`src/rtl/tmr_cmp_unit.sv`:
```
module tmr_cmp_unit #(
  parameter int W = 16
) (
  input  logic         clk,
  input  logic         rst,
  input  logic         bus_we,
  input  logic [1:0]   bus_addr,
  input  logic [7:0]   bus_wdata,
  input  logic         pwm_mode,
  input  logic         upd_sel,
  input  logic         upd_top,
  input  logic         upd_bottom,
  input  logic         tmr_tick,
  input  logic [W-1:0] count,
  input  logic         irq_en,
  input  logic         irq_ack,
  input  logic [1:0]   com_mode,
  input  logic         top_sel,
  output logic [W-1:0] cmp_act,
  output logic [W-1:0] cmp_buf,
  output logic         match,
  output logic         flag,
  output logic         irq,
  output logic         oc_pin,
  output logic [W-1:0] top_val
);
  localparam int HW = W - 8;

  logic [HW-1:0] hold;
  logic wr_lo, wr_hi, clr, hit, upd;
  logic [W-1:0] word;

  assign wr_lo = bus_we && bus_addr == 2'd0;
  assign wr_hi = bus_we && bus_addr == 2'd1;
  assign clr   = irq_ack || (bus_we && bus_addr == 2'd2 && bus_wdata[0]);
  assign hit   = tmr_tick && count == cmp_act;
  assign upd   = pwm_mode && (upd_sel ? upd_bottom : upd_top);
  assign word  = {hold, bus_wdata};

  always_ff @(posedge clk) begin
    if (rst) begin
      hold    <= '0;
      cmp_buf <= '0;
      cmp_act <= '0;
    end else begin
      if (wr_hi) hold <= bus_wdata[HW-1:0];
      if (wr_lo) cmp_buf <= word;
      if (!pwm_mode && wr_lo) cmp_act <= word;
      else if (upd) cmp_act <= cmp_buf;
    end
  end

  always_ff @(posedge clk) begin
    if (rst) begin
      match  <= 1'b0;
      flag   <= 1'b0;
      oc_pin <= 1'b0;
    end else begin
      match <= hit;
      if (hit) flag <= 1'b1;
      else if (clr) flag <= 1'b0;
      if (hit && com_mode == 2'b01) oc_pin <= ~oc_pin;
    end
  end

  assign irq     = flag && irq_en;
  assign top_val = top_sel ? cmp_act : '1;

  a_r8_set_wins: assert property (@(posedge clk) disable iff (rst)
    (tmr_tick && count == cmp_act) |=> flag);

  a_r5_flag_cause: assert property (@(posedge clk) disable iff (rst)
    (!flag && !(tmr_tick && count == cmp_act)) |=> !flag);

  a_r6_no_irq_idle: assert property (@(posedge clk) disable iff (rst)
    !flag |-> !irq);

  a_r4_pwm_hold: assert property (@(posedge clk) disable iff (rst)
    (pwm_mode && !(upd_sel ? upd_bottom : upd_top)) |=> $stable(cmp_act));

  a_r3_direct_hold: assert property (@(posedge clk) disable iff (rst)
    (!pwm_mode && !(bus_we && bus_addr == 2'd0)) |=> $stable(cmp_act));

  a_r9_pin_hold: assert property (@(posedge clk) disable iff (rst)
    (com_mode != 2'b01) |=> $stable(oc_pin));

  a_r2_hi_only: assert property (@(posedge clk) disable iff (rst)
    (bus_we && bus_addr == 2'd1) |=> $stable(cmp_buf));
endmodule

```
`config.mk`:
```
export PLATFORM = sky130hd
export DESIGN_NAME = tmr_cmp_unit
export DESIGN_NICKNAME = d
export VERILOG_FILES = /design/src/rtl/tmr_cmp_unit.sv
export SDC_FILE = /design/constraint.sdc
export NUM_CORES = 1
export LEC_CHECK = 0
export ABC_CLOCK_PERIOD_IN_PS = 1200
export BUFFER_PORTS_ARGS = -buffer_cell sky130_fd_sc_hd__buf_2
export CAP_MARGIN = 20
export CORE_ASPECT_RATIO = 0.6
export CORE_MARGIN = 1.5
export CORE_UTILIZATION = 43
export DETAILED_ROUTE_END_ITERATION = 12
export GPL_ROUTABILITY_DRIVEN = 1
export GPL_TIMING_DRIVEN = 0
export PLACE_DENSITY = 0.73
export REMOVE_ABC_BUFFERS = 1
export SYNTH_ARGS = -nofsm -noshare
export SYNTH_HDL_FRONTEND = slang
export SYNTH_SLANG_ARGS = --single-unit
```
`constraint.sdc`:
```
create_clock -name clk -period 1.2 [get_ports clk]
set_input_delay 0.24 -clock clk [delete_from_list [all_inputs] [get_ports clk]]
set_output_delay 0.24 -clock clk [all_outputs]
set_load 0.02 [all_outputs]
```
* Word-level counts from Yosys, hierarchy flattened
Index checks and enable logic that the tools add are counted.
Storage, ports and cells: word-level logic and storage cells 31, memory bits (read-only) 0, output and inout bits 52, RAM bits 0, flip-flop bits (word level) 43, latch bits 0, memories 0, input bits 39
Cells by class: bitwise operators 1, multiply operators 0, reductions and logical operators 14, equal/unequal tests 4, multiplexer cells 6, magnitude comparators 0, add/subtract/negate cells 0, shift-type cells 0, div/mod/pow operators 0
Operators by type and width (number):
- $mux 16 | 3
- $eq 16x16->1 | 1
- $logic_and 1x1->1 | 9
- $eq 2x1->1 const B | 2
- $reduce_bool 2->1 | 2
- $mux 1 | 3
- $eq 2x2->1 const B | 1
- $logic_not 2->1 | 1
- $logic_not 1->1 | 1
- $logic_or 1x1->1 | 1
- $not 1->1 | 1

* Depth between registers and ports, before layout
depth in word-level cells 6, gate-level depth with buffers 5, gate-level depth less buffers 5

* Least setup slack after synthesis
Ideal clock, no wire load.
path type reg-to-reg, start register cmp_act[1], end register oc_pin, path buffers 0, stages on the path, launching flop included 6, setup time 137 ps, data required time 1063 ps, arrival time 1205 ps, period minus slack after synthesis 1341 ps, path slack -141 ps, cell sequence dfxtp_1 inv_1 a222oi_1 and3_1 a31o_1 a21oi_1
Between the ends: cells in the longest elaborated chain, start to end 3
Ends and longest elaborated chain:
- start, declared | line 19 | output logic [W-1:0] cmp_act,
- start signal, assigned | line 48 | if (!pwm_mode && wr_lo) cmp_act <= word;
- start signal, assigned | line 49 | else if (upd) cmp_act <= cmp_buf;
- $eq 16x16->1 | line 36 | assign hit = tmr_tick && count == cmp_act;
- $logic_and 1x1->1 | line 36
- $logic_and 1x1->1 | line 62 | if (hit && com_mode == 2'b01) oc_pin <= ~oc_pin;
- end signal, assigned | line 62
- end, declared | line 24 | output logic oc_pin,
No other way between the ends. A chain may end at the register's enable or synchronous reset.

* Worst setup path after layout
start register cmp_act[0], end register oc_pin
Same word-level chain as after synthesis.

==> impl_metrics.json <==
{
  "clk_latency_ns": 0.29,
  "failed_checks": "negative setup slack",
  "layout_common_cells": "buf_2 (78), nand2_1 (37), dfxtp_1 (27), nor2_1 (25), mux2i_1 (24)",
  "syn_inst": 227,
  "slew_headroom": 0.3787,
  "grt_pass1_wl_um": 7659,
  "status": "complete, but fails checks",
  "io_buffers": 90,
  "path_clk_slew_ns": 0.08,
  "mappedNetlistArea_sq_um": 2092,
  "synth_cell_type_count": 31,
  "die_w_um": 93.05,
  "yosysSeqAreaShare": 0.4115,
  "grt_max_degree": 44,
  "syn2layout_area_growth_pct": 38.34,
  "n_fill_cell": 419,
  "period_minus_slack_ns": 1.471,
  "irDropWorstVdd_mv": 0.5645,
  "critPathRequiredTime_ns": 1.34,
  "whs_ns": 0.2061,
  "vias": 1922,
  "cts_inserted_buffers": 5,
  "htree_levels": 2,
  "fin_ws_ns": -0.2707,
  "yosys-top-cells-area": "dfxtp_1 (41%), mux2i_1 (11%), a211oi_2 (9.6%)",
  "cp_data_arrival_time_ns": 1.61,
  "firstDrtPassIters": 6,
  "drt_iter0_markers": 87,
  "totalWireLength_um": 5460,
  "num_antenna_cells": 0,
  "die_h_um": 57.03,
  "place_congestion": 0.7190,
  "cts_tree": "built",
  "hold_violations": 0,
  "cts_root_buf": "clkbuf_8",
  "slew_viol_final": 0,
  "setup_viol": 6,
  "critPathKind": "register to register",
  "wire_per_inst_um": 14.26,
  "antenna_found_initial": 0,
  "max_freq_ghz": 0.6799,
  "final_common_cell": "buf_2",
  "num-nets-final": 358,
  "p_leak_nw": 1.403,
  "synth.avg_cell_area_sq_um": 9.216,
  "rsz0062_at_grt": "true",
  "via_per_inst": 5.018,
  "cp-end-kind": "register",
  "first_global_vias": 1585,
  "ys_warn_count": 0,
  "dpl.hpwl_um": 3486,
  "worstMarginPinSlew_ns": 0.9320,
  "post-place-ws_ns": -1.062,
  "power.density_nw_per_um2": 1059,
  "startpoint_type": "register",
  "start_util": 0.4513,
  "synth.largest_area_cell": "dfxtp_1",
  "drive_gt1_frac": 0.4844,
  "hold_class": "primary input to register",
  "die_area_sq_um": 5306,
  "overflow": 0,
  "synth_top_area_frac": 0.4115,
  "cts.sinks": 43,
  "hold_buffers": 0,
  "synth-seq-cells": 43,
  "cap_violations": 0,
  "postRouteAntennaNets": 0,
  "core-area_sq_um": 4636,
  "timing.clock.skew_ns": 0.004898,
  "tns_ns": -0.7370,
  "io_pins": 91,
  "num_rows": 19,
  "drc": 0,
  "grt_usage": 0.1906,
  "layout_worst_path_cycle_share": 1.226,
  "cts_buffer_depth": 2,
  "critical_path.max_fanout": 3
}
==> metrics by stage <==
| stage | cells | area, sq um | util | power [mW] |
|---|---|---|---|---|
| after CTS | 377 | 2714 | 0.5854 | 3.021 |
| after floorplan | 213 | 2014 | - | 1.795 |
| after global placement | 366 | 2544 | 0.5487 | 2.007 |
| final | 383 | 2894 | 0.6243 | 3.064 |
| after global routing | 383 | 2894 | 0.6243 | 3.183 |
| after detailed placement | 366 | 2544 | 0.5487 | 2.012 |
==> logic make-up (layout without fill, tap and decap cells) <==
logic type | after synthesis | count (layout) | synth area share
and+or+nand+nor | 90 | 91 | 0.2147
AOI/OAI and AO/OA | 38 | 38 | 0.1531
xor gates and xnor gates | 13 | 13 | 0.05443
buffers and inverters | 18 | 110 | 0.04425
DFF | 43 | 43 | 0.4115
muxes | 25 | 25 | 0.1220
==> Yosys cell counts, drive strengths merged <==
master	instances
dfxtp	43
nand2	38
nor2	25
mux2i	24
a21oi	18
a211oi	16
nand2b	14
buf	8
xor2	7
clkbuf	6
xnor2	6
inv	4
nand3b	2
nand4	2
nor4	2
a222oi	1
a31o	1
and2	1
and3	1
mux2	1
nand4b	1
nor2b	1
nor3	1
nor3b	1
o21ai	1
o22ai	1
or3b	1
==> registers in the layout, indices dropped and copies added, names as in the netlist <==
register  flops
cmp_act      16
cmp_buf      16
flag          1
hold          8
match         1
oc_pin        1
==> repair_timing <==
| item | in CTS | in global routing |
|---|---|---|
| gates cloned | 0 | 1 |
| endpoints found under the setup margin | 28 | 33 |
| gates resized for setup | 18 | 38 |
| setup buffers | 3 | 5 |
| pin swaps | 6 | 4 |
==> routing by layer <==
metal  share of wire  global-route usage  vias up
met5               0                   0        -
met4          0.0031             0.05628        0
met3           0.070             0.05733        4
met2            0.43              0.2722       79
met1            0.50              0.2769      886
li1                -                   -      953
==> worst max-delay path, cell delays in order (launching register included) <==
cell and delay, ns:
dfxtp_2 0.33, xor2_1 0.14, nor4_2 0.38, and3_1 0.26, a31o_1 0.15, a21oi_1 0.05
==> layout make-up <==
class	count	area [sq um]	share of cell area
Multi-Input combinational cell	167	1232	0.4259
Sequential cell	43	885.9	0.3061
Timing Repair Buffer	98	581.8	0.2010
Clock buffer	8	100.1	0.03459
Tap cell	63	78.83	0.02724
Inverter	4	15.01	0.005188
==> path summary, 6_finish.rpt <==
kind                                   to  cells after the start  slack, ns               startpoint
setup / recovery      oc_pin$_SDFFE_PP0P_                      5      -0.27  cmp_act[0]$_SDFFE_PP0P_
hold / removal    cmp_buf[4]$_SDFFE_PP0P_                      3       0.21             bus_wdata[4]
setup reg to reg      oc_pin$_SDFFE_PP0P_                      5      -0.27  cmp_act[0]$_SDFFE_PP0P_
hold reg to reg   cmp_buf[8]$_SDFFE_PP0P_                      2       0.47     hold[0]$_SDFFE_PP0P_
==> power by group <==
| group | switching, mW | internal, mW | leakage (nW) | total (mW) |
|---|---|---|---|---|
| Sequential | 0.0343 | 1.46 | 0.357 | 1.50 |
| Clock | 0.472 | 0.525 | 0.0515 | 0.998 |
| Combinational | 0.318 | 0.249 | 0.995 | 0.567 |
Power figures use the tool's default switching activity.
